<file path="src/rtl/sfmm_pkg.sv">
package sfmm_pkg;

    localparam int NUM_IO     = 4;
    localparam int ADDR_BYTES = 3;
    localparam int ADDR_BITS  = ADDR_BYTES * 8;

    typedef enum logic [1:0] {
        LANE_X1  = 2'd0,
        LANE_X2  = 2'd1,
        LANE_ALT = 2'd2,
        LANE_X4  = 2'd3
    } lane_mode_e;

    // Full layout of the setup word.
    typedef struct packed {
        logic [2:0]  spare_hi;
        logic [4:0]  dummy_bits;
        logic [7:0]  wr_op;
        logic [1:0]  spare_mid;
        lane_mode_e  lanes;
        logic [1:0]  dummy_bytes;
        logic [1:0]  addr_bytes;
        logic [7:0]  rd_op;
    } setup_t;

    // Only what a read transaction needs.
    typedef struct packed {
        logic [7:0]  op;
        logic [1:0]  na;
        logic [5:0]  ndum;
        lane_mode_e  mode;
    } rd_cfg_t;

    typedef enum logic [2:0] {
        ST_IDLE,
        ST_SEND,
        ST_DUMMY,
        ST_DATA,
        ST_DONE
    } seq_st_e;

    function automatic rd_cfg_t decode_setup(input logic [31:0] w);
        setup_t  s;
        rd_cfg_t c;
        s      = setup_t'(w);
        c.op   = s.rd_op;
        c.na   = s.addr_bytes;
        c.ndum = {1'b0, s.dummy_bytes, 3'b000} + {1'b0, s.dummy_bits};
        c.mode = s.lanes;
        return c;
    endfunction

    function automatic int lane_count(input lane_mode_e m);
        case (m)
            LANE_X2: return 2;
            LANE_X4: return 4;
            default: return 1;
        endcase
    endfunction

    // Left-align the used address bytes so they follow the opcode directly.
    function automatic logic [ADDR_BITS-1:0] align_addr(input logic [ADDR_BITS-1:0] a,
                                                        input logic [1:0] na);
        return a << (8 * (ADDR_BYTES - int'(na)));
    endfunction

endpackage

</file>
<file path="src/rtl/sfmm_tick.sv">
module sfmm_tick #(
    parameter int HALF_DIV = 2
) (
    input  logic clk,
    input  logic rst,
    input  logic run,
    output logic tick
);
    localparam int W = (HALF_DIV > 1) ? $clog2(HALF_DIV) : 1;

    logic [W-1:0] cnt;

    always_ff @(posedge clk) begin
        if (rst || !run)
            cnt <= '0;
        else if (cnt == W'(HALF_DIV - 1))
            cnt <= '0;
        else
            cnt <= cnt + 1'b1;
    end

    assign tick = run && (cnt == W'(HALF_DIV - 1));
endmodule

</file>
<file path="src/rtl/sfmm_seq.sv">
module sfmm_seq
    import sfmm_pkg::*;
#(
    parameter int WORD_BYTES = 4
) (
    input  logic                      clk,
    input  logic                      rst,
    input  logic                      start,
    input  logic                      tick,
    input  rd_cfg_t                   cfg,
    input  logic [ADDR_BITS-1:0]      addr,
    input  logic [NUM_IO-1:0]         io_i,
    output logic                      run,
    output logic                      idle,
    output logic                      done,
    output logic                      cs_n,
    output logic                      sclk,
    output logic [NUM_IO-1:0]         io_o,
    output logic [NUM_IO-1:0]         io_oe,
    output logic [WORD_BYTES*8-1:0]   rx
);
    localparam int WORD_BITS = WORD_BYTES * 8;
    localparam int MAX_CYC   = (WORD_BITS > 64) ? WORD_BITS : 64;
    localparam int CNT_W     = $clog2(MAX_CYC + 1);
    localparam int SH_W      = 8 + ADDR_BITS;

    seq_st_e            st;
    logic [CNT_W-1:0]   left;
    logic [SH_W-1:0]    sh;
    logic [5:0]         ndum;
    lane_mode_e         mode;
    logic               last;

    function automatic logic [CNT_W-1:0] data_len(input lane_mode_e m);
        return CNT_W'(WORD_BITS / lane_count(m));
    endfunction

    assign last = (left == CNT_W'(1));
    assign run  = (st == ST_SEND) || (st == ST_DUMMY) || (st == ST_DATA);
    assign idle = (st == ST_IDLE);
    assign done = (st == ST_DONE);

    assign io_o  = {{(NUM_IO-1){1'b0}}, (st == ST_SEND) & sh[SH_W-1]};
    assign io_oe = {{(NUM_IO-1){1'b0}}, (st == ST_SEND)};

    always_ff @(posedge clk) begin
        if (rst) begin
            st   <= ST_IDLE;
            cs_n <= 1'b1;
            sclk <= 1'b0;
            left <= '0;
            sh   <= '0;
            ndum <= '0;
            mode <= LANE_X1;
            rx   <= '0;
        end else begin
            case (st)
                ST_IDLE: begin
                    if (start) begin
                        sh   <= {cfg.op, align_addr(addr, cfg.na)};
                        left <= CNT_W'(8 + 8 * int'(cfg.na));
                        ndum <= cfg.ndum;
                        mode <= cfg.mode;
                        cs_n <= 1'b0;
                        st   <= ST_SEND;
                    end
                end
                ST_SEND: begin
                    if (tick) begin
                        sclk <= ~sclk;
                        if (sclk) begin
                            sh <= sh << 1;
                            if (last) begin
                                if (ndum != '0) begin
                                    left <= CNT_W'(ndum);
                                    st   <= ST_DUMMY;
                                end else begin
                                    left <= data_len(mode);
                                    st   <= ST_DATA;
                                end
                            end else begin
                                left <= left - 1'b1;
                            end
                        end
                    end
                end
                ST_DUMMY: begin
                    if (tick) begin
                        sclk <= ~sclk;
                        if (sclk) begin
                            if (last) begin
                                left <= data_len(mode);
                                st   <= ST_DATA;
                            end else begin
                                left <= left - 1'b1;
                            end
                        end
                    end
                end
                ST_DATA: begin
                    if (tick) begin
                        sclk <= ~sclk;
                        if (!sclk) begin
                            case (mode)
                                LANE_X2: rx <= {rx[WORD_BITS-3:0], io_i[1], io_i[0]};
                                LANE_X4: rx <= {rx[WORD_BITS-5:0], io_i[3:0]};
                                default: rx <= {rx[WORD_BITS-2:0], io_i[1]};
                            endcase
                        end else if (last) begin
                            cs_n <= 1'b1;
                            st   <= ST_DONE;
                        end else begin
                            left <= left - 1'b1;
                        end
                    end
                end
                default: st <= ST_IDLE;
            endcase
        end
    end
endmodule

</file>
<file path="src/rtl/sfmm_pinmux.sv">
module sfmm_pinmux
    import sfmm_pkg::*;
(
    input  logic              sel_mm,
    input  logic              eng_sclk,
    input  logic              eng_cs_n,
    input  logic [NUM_IO-1:0] eng_io_o,
    input  logic [NUM_IO-1:0] eng_io_oe,
    input  logic              cmd_sclk,
    input  logic              cmd_cs_n,
    input  logic [NUM_IO-1:0] cmd_io_o,
    input  logic [NUM_IO-1:0] cmd_io_oe,
    output logic              pin_sclk,
    output logic              pin_cs_n,
    output logic [NUM_IO-1:0] pin_io_o,
    output logic [NUM_IO-1:0] pin_io_oe
);
    assign pin_sclk = sel_mm ? eng_sclk : cmd_sclk;
    assign pin_cs_n = sel_mm ? eng_cs_n : cmd_cs_n;

    for (genvar i = 0; i < NUM_IO; i++) begin : g_lane
        assign pin_io_o[i]  = sel_mm ? eng_io_o[i]  : cmd_io_o[i];
        assign pin_io_oe[i] = sel_mm ? eng_io_oe[i] : cmd_io_oe[i];
    end
endmodule

</file>
<file path="src/rtl/sfmm_read_engine.sv">
module sfmm_read_engine
    import sfmm_pkg::*;
#(
    parameter int WORD_BYTES = 4,
    parameter int HALF_DIV   = 2
) (
    input  logic                    clk,
    input  logic                    rst,
    input  logic                    map_enable,
    input  logic [31:0]             setup_word,
    input  logic                    rd_req,
    input  logic [ADDR_BITS-1:0]    rd_addr,
    output logic                    rd_ack,
    output logic                    rd_err,
    output logic [WORD_BYTES*8-1:0] rd_data,
    input  logic                    cmd_sclk,
    input  logic                    cmd_cs_n,
    input  logic [NUM_IO-1:0]       cmd_io_o,
    input  logic [NUM_IO-1:0]       cmd_io_oe,
    output logic                    spi_sclk,
    output logic                    spi_cs_n,
    output logic [NUM_IO-1:0]       spi_io_o,
    output logic [NUM_IO-1:0]       spi_io_oe,
    input  logic [NUM_IO-1:0]       spi_io_i
);
    localparam int WORD_BITS = WORD_BYTES * 8;

    rd_cfg_t                cfg;
    logic                   enabled;
    logic                   start;
    logic                   err_q;
    logic                   tick;
    logic                   run;
    logic                   idle;
    logic                   done;
    logic                   eng_cs_n;
    logic                   eng_sclk;
    logic [NUM_IO-1:0]      eng_io_o;
    logic [NUM_IO-1:0]      eng_io_oe;
    logic [WORD_BITS-1:0]   rx;
    logic [WORD_BITS-1:0]   packed_word;

    assign cfg     = decode_setup(setup_word);
    assign enabled = map_enable && (setup_word != '0);
    assign start   = rd_req && enabled && idle && !err_q;

    always_ff @(posedge clk) begin
        if (rst)
            err_q <= 1'b0;
        else
            err_q <= rd_req && !enabled && idle && !err_q;
    end

    sfmm_tick #(.HALF_DIV(HALF_DIV)) u_tick (
        .clk  (clk),
        .rst  (rst),
        .run  (run),
        .tick (tick)
    );

    sfmm_seq #(.WORD_BYTES(WORD_BYTES)) u_seq (
        .clk   (clk),
        .rst   (rst),
        .start (start),
        .tick  (tick),
        .cfg   (cfg),
        .addr  (rd_addr),
        .io_i  (spi_io_i),
        .run   (run),
        .idle  (idle),
        .done  (done),
        .cs_n  (eng_cs_n),
        .sclk  (eng_sclk),
        .io_o  (eng_io_o),
        .io_oe (eng_io_oe),
        .rx    (rx)
    );

    // First byte received lands in the lowest byte lane.
    for (genvar b = 0; b < WORD_BYTES; b++) begin : g_pack
        assign packed_word[8*b +: 8] = rx[WORD_BITS-8-8*b +: 8];
    end

    assign rd_ack  = done | err_q;
    assign rd_err  = err_q;
    assign rd_data = done ? packed_word : '0;

    sfmm_pinmux u_mux (
        .sel_mm    (map_enable),
        .eng_sclk  (eng_sclk),
        .eng_cs_n  (eng_cs_n),
        .eng_io_o  (eng_io_o),
        .eng_io_oe (eng_io_oe),
        .cmd_sclk  (cmd_sclk),
        .cmd_cs_n  (cmd_cs_n),
        .cmd_io_o  (cmd_io_o),
        .cmd_io_oe (cmd_io_oe),
        .pin_sclk  (spi_sclk),
        .pin_cs_n  (spi_cs_n),
        .pin_io_o  (spi_io_o),
        .pin_io_oe (spi_io_oe)
    );
endmodule

</file>
<file path="config.mk">
export PLATFORM = sky130hd
export DESIGN_NAME = sfmm_read_engine
export DESIGN_NICKNAME = d
export VERILOG_FILES = /design/src/rtl/sfmm_pkg.sv /design/src/rtl/sfmm_tick.sv /design/src/rtl/sfmm_seq.sv /design/src/rtl/sfmm_pinmux.sv /design/src/rtl/sfmm_read_engine.sv
export SDC_FILE = /design/constraint.sdc
export NUM_CORES = 1
export LEC_CHECK = 0
export BUFFER_PORTS_ARGS = -buffer_cell sky130_fd_sc_hd__buf_2
export CAP_MARGIN = 40
export CORE_ASPECT_RATIO = 0.6
export CORE_MARGIN = 3
export CORE_UTILIZATION = 30
export DETAILED_ROUTE_END_ITERATION = 8
export REMOVE_ABC_BUFFERS = 1
export SYNTH_ARGS = -nofsm -noshare
export SYNTH_HDL_FRONTEND = slang
export SYNTH_HIERARCHICAL = 1
export SYNTH_SLANG_ARGS = --single-unit
export TNS_END_PERCENT = 1
</file>
<file path="constraint.sdc">
create_clock -name clk -period 3.3 [get_ports clk]
set_clock_uncertainty 0.05 [all_clocks]
set_input_delay 0.495 -clock clk [delete_from_list [all_inputs] [get_ports clk]]
set_output_delay 0.495 -clock clk [all_outputs]
set_load 0.02 [all_outputs]
</file>
======== Word-level counts from Yosys, hierarchy flattened ========
Index checks and enable logic that the tools add are counted.
word-level totals
  output and inout bits ................... 44
  flip-flop bits (word level) ............. 86
  word-level logic and storage cells ...... 125
  bits of input ports ..................... 74
cells by class
  bitwise logic cells ..................... 3
  multiplexer cells ....................... 57
  reductions and logical operators ........ 29
  add/subtract/negate cells ............... 5
  equality and inequality tests ........... 18
  shifts and indexed selects .............. 1
  div/mod/pow operators ................... 2
operators with widths
  operator               number
  $mux 32                15
  $pmux 32 s2            2
  $mux 7                 11
  $div 7x32->32 const A  2
  $reduce_bool 32->1     1
  $shl 24x32->24         1
  $mux 3                 10
  $pmux 7 s4             1
  $mux 1                 15
  $ne 2x2->1 const B     7
  $pmux 3 s4             1
  $reduce_and 10->1      1
  $reduce_and 9->1       1
  $logic_and 1x1->1      8
  $ne 2x1->1 const B     4
  $eq 7x1->1 const B     1
  $sub 7x1->7 const B    1
  $add 4x5->6 const A    1
  $add 5x5->6            1
  $eq 3x2->1 const B     2
  $pmux 3 s2             1
  $reduce_bool 6->1      1
  $reduce_and 5->1       1
  $reduce_and 2->1       2
  19 further kinds       24

======== Depth between registers and ports, before layout ========
  depth after elaboration ................. 14
  mapped depth ............................ 12
  gate-level depth less buffers ........... 9

======== Cells and area by module ========
The synthesis kept the hierarchy.
modules (own cells, without submodules)
  module            times used  cells each  sequential area each (um2)  area an instance (um2)
  sfmm_seq          1           575         1681.6                      4747.1
  sfmm_read_engine  1           53          20.0                        367.9
  sfmm_pinmux       1           11          0.0                         161.4
  sfmm_tick         1           3           20.0                        40.0

======== Worst setup path before layout ========
OpenSTA, ideal clock, no wires.
  path kind ............................... reg2reg
  from .................................... register u_seq.st[0]
  to ...................................... register u_seq.left[6]
  library setup time ...................... 74 ps
  setup slack ............................. 749 ps
  data required time ...................... 3176 ps
  clock period less this slack ............ 2551 ps
  cell stages (with the launch flop) ...... 11
  arrival ................................. 2427 ps
  path buffers ............................ 2
  path through ............................ dfxtp_1 -> buf_2 -> buf_1 -> nor3_1 -> nand3b_1 -> nor2_1 -> or3b_4 -> a21oi_4 -> nand2_4 -> or4_1 -> a31oi_1
between the ends
  elaborated cells between the ends (all ways) .. 20
  those cells by class .................... eq/ne (11); mux (1); reduce/logical (8)
RTL lines
  what                             line                    source
  from (decl)                      sfmm_seq.sv:27          seq_st_e st;
  from (signal assigned)           sfmm_seq.sv:48          st <= ST_IDLE;
  from (signal assigned)           sfmm_seq.sv:65          st <= ST_SEND;
  from (signal assigned)           sfmm_seq.sv:76          st <= ST_DUMMY;
  $logic_not 3->1                  sfmm_seq.sv:40          assign idle = (st == ST_IDLE);
  net idle                         sfmm_read_engine.sv:34  logic idle;
  $logic_and 1x1->1 (2 in series)  sfmm_read_engine.sv:45  assign start = rd_req && enabled && idle && !err_q;
  net start                        sfmm_read_engine.sv:30  logic start;
  $ne 2x2->1 (no line)             --
  $reduce_and 9->1 (no line)       --
  to (signal assigned)             sfmm_seq.sv:92          left <= data_len(mode);
  to (signal assigned)             sfmm_seq.sv:95          left <= left - 1'b1;
  to (signal assigned)             sfmm_seq.sv:113         left <= left - 1'b1;
  to (decl)                        sfmm_seq.sv:28          logic [CNT_W-1:0] left;
The timed path passes the listed nets, and every way through them passes these cells.
A chain may end at the register's enable or synchronous reset.

======== Worst setup path in the final report ========
  from .................................... register u_seq.st[0]
  to ...................................... output port rd_ack
between the ends
  word-level cells in the longest chain between the ends .. 2
ends and longest elaborated chain
  what        line                    source
  $eq 3x3->1  sfmm_seq.sv:41          assign done = (st == ST_DONE);
  net done    sfmm_read_engine.sv:35  logic done;
  $or 1x1->1  sfmm_read_engine.sv:84  assign rd_ack = done | err_q;
  to (decl)   sfmm_read_engine.sv:13  output logic rd_ack,
The timed path passes the listed nets, and every way through them passes these cells.

==> results.py <==
metrics = {
    "min_path": {
        "holdPathStages": 3,
        "hold_end": "u_seq/ndum[0]",
        "hp-start": "setup_word[24]",
        "hold_path_class": "input port to flip-flop",
    },
    "routing": {
        "drt-total-wl_mm": 16.1,
        "vias": 5161,
        "antenna_left": 0,
        "drcViolationCount": 0,
        "via_per_inst": 5.33,
        "drtIter0Drc": 594,
        "first_pass_iters": 5,
        "wl_per_cell_um": 16.7,
    },
    "global_routing": {
        "grt_overflow": 0,
        "grt_max_degree": 65,
        "track_usage_pct": 16.7,
        "grt_antenna_before_repair": 0,
        "grt_pass1_vias": 4517,
        "grt_pass1_wl_mm": 25.9,
    },
    "synthesis": {
        "synth_edf_count": 0,
        "synth_top_area_share_pct": 32.4,
        "synth_area_leaders": "dfxtp_1, mux2_2, a211oi_1, nor2_1, a22oi_1",
        "ys_async_sr_fraction_pct": 0,
        "synth-simple-area-share_pct": 22.9,
        "muxShareOfSynthArea_pct": 12.6,
        "synth_ff_type": "dfxtp_1",
        "synthAdderAreaFrac_pct": 2.26,
        "yosysTopAreaCell": "dfxtp_1",
        "synthesis.area_per_instance_um2": 8.28,
        "ys_seq_area_share_pct": 32.4,
        "ys_ff_latch": 86,
        "synth_cells": 642,
        "yosys_warnings": 6,
        "synth_top_family_by_area": "compound AO/OA/AOI/OAI gates",
        "synth_compound_area_share_pct": 23.2,
        "syn_area_um2": 5320,
        "synthDistinctLibCells": 61,
        "synth_xor_xnor_area_share_pct": 0.824,
    },
    "die": {
        "die_height_um": 109,
        "coreArea_um2": 17300,
        "dieArea_um2": 19400,
        "die_w_um": 178,
        "row_count": 37,
        "start_util_pct": 30.8,
        "num_io_pins": 118,
    },
    "final_layout": {
        "multiInputGateArea_um2": 3320,
        "n_antenna_cell": 0,
        "ff_latch_area_um2": 1720,
        "drive_gt1_share_pct": 28.8,
        "final_cell_mix": "buf_2, dfxtp_1, nor2_1, nand2_1, a211oi_1",
        "final_common_cell": "buf_2",
        "final_core_util_pct": 36.9,
        "area_delta_synth_final_pct": 19.8,
        "fin_cells": 969,
        "fillCellCount": 1828,
        "layout.nets": 814,
    },
    "place": {
        "place_inst": 954,
        "io_buffers": 117,
        "dpl_worst_slack_ps": 668,
        "gp_congestion": 0.896,
        "hpwl_mm": 11.8,
    },
    "clock_tree": {
        "cts-buffers-inserted": 9,
        "cts.clk_slew.worst_paths_ps": 70,
        "cts_tree": "yes",
        "clk_latency_ps": 340,
        "cts.sinks": 86,
        "cts_hold_buf": 0,
        "cts-root-buf": "clkbuf_16",
        "htree_num_levels": 3,
        "cts_setup_buffers": 0,
        "cts_resized": 0,
        "cts_buffer_depth": 2,
    },
    "sta": {
        "hold_viol": 0,
        "whs_ps": 364,
        "worst_pin_slew_ps": 735,
        "fmax_mhz": 362,
        "min_period_over_period_pct": 83.7,
        "setup_slack_ps": 537,
        "min_period_ps": 2760,
        "rsz0062_at_grt": "false",
        "relSlewSlack_pct": 50.9,
        "report.final.slew_viol_count": 0,
        "setup_violations": 0,
    },
    "setup_path": {
        "path_class": "flip-flop to primary output",
        "crit_required_ps": 2750,
        "cp_num_cells": 7,
        "cp_num_buf_inv": 4,
        "cp_top_family": "buffers and inverters",
        "critical_path.most_common_cell": "buf_4",
        "critPathMaxFanout": 33,
        "cpMaxStageDelayCell": "dfxtp_1",
        "start_kind": "flip-flop",
        "r2r-start": "u_seq/st[0]",
        "reg2regPathDepth": 8,
        "arrival_ps": 2220,
        "critical-path-max-stage-delay_ps": 700,
        "timing.rr.end": "u_seq/left[6]",
        "rrSetupSlack_ps": 590,
        "endpoint_kind": "primary output",
        "path_cells": "nor2_1, buf_4, inv_1, nor2_2, buf_4, or2_2, buf_2",
    },
    "power_and_ir_drop": {
        "ir_drop_mv": 0.217,
        "powerDensity_nw_per_um2": 383,
        "total_power_mw": 2.44,
        "p_leak_nw": 2.49,
    },
    "run_status": {
        "status": "complete, no violations",
    },
    "job": {
        "drv_cap": 0,
    },
}
-- cell usage after synthesis, drive strengths merged (3+ instances only) --
master	instances
buf	15
inv	9
or4	4
a21oi	27
a221oi	16
ha	8
mux2	48
nand2b	6
xnor2	3
o211ai	12
or2	3
nor4	12
dfxtp	86
a211oi	39
nor3	25
a31oi	3
a22oi	33
o21ai	6
nand2	60
nand3	7
a311oi	8
and2	34
nor2b	5
a221o	8
o311a	3
nor2	77
and3	3
mux2i	9
clkbuf	47
-- metrics by stage --
stage               TNS (ps)  area (µm²)
detailed placement         0        6100
CTS                        0        6370
global route               0        6370
global placement           0        6100
finish                     0        6370
floorplan            -109890        5070
-- state kept, by name, indices dropped and copies added (netlist names) --
register and flops:
u_seq/rx 32, u_seq/sh 32, u_seq/left 7, u_seq/ndum 6
u_seq/st 3, u_seq/mode 2, rd_err 1, u_seq/cs_n 1
u_seq/sclk 1, u_tick/cnt 1
-- worst min-delay path: stages --
cell     delay [ps]
buf_2           100
nand2_1          50
a21oi_1          50
-- worst max-delay path by stage --
stage	slack (ps)	from	endpoint
detailed placement	670	u_seq/st[0]	u_seq/left[6]
finish	540	u_seq/st[0]	rd_ack
floorplan	-3430	u_seq/st[0]	u_seq/rx[0]
CTS	530	u_seq/st[0]	rd_ack
global route	380	u_seq/st[0]	rd_ack
global placement	710	u_seq/st[0]	u_seq/left[6]
-- power by group --
part           total, mW  switching (mW)  internal [mW]
registers           1.11          0.0360           1.08
clock network      0.924           0.420          0.504
logic              0.401           0.233          0.168
-- area by class of cell --
| class | count | share of cell area, % |
|---|---|---|
| Multi-Input combinational cell | 489 | 52.1 |
| Sequential cell | 86 | 27.0 |
| Timing Repair Buffer | 135 | 11.5 |
| Tap cell | 234 | 4.60 |
| Clock buffer | 9 | 3.54 |
| Clock inverter | 6 | 0.629 |
| Inverter | 10 | 0.589 |
-- cell families (layout without fill, tap and decap cells) --
logic type	count (synthesis)	after routing
buf+inv	72	160
flops	86	86
xor+xnor	5	5
simple gates	247	247
mux	57	57
fa+ha+maj	9	9
compound gates	165	165
other cells	1	6
-- metal layers --
metal / global-route usage (%) / wire [µm] / up-vias
li1: - / - / 2535
met1: 28.4 / 8830 / 2426
met2: 20.3 / 5970 / 192
met3: 3.58 / 1220 / 8
met4: 2.86 / 121 / 0
met5: 0 / 0 / -
Power figures use the tool's default switching activity.
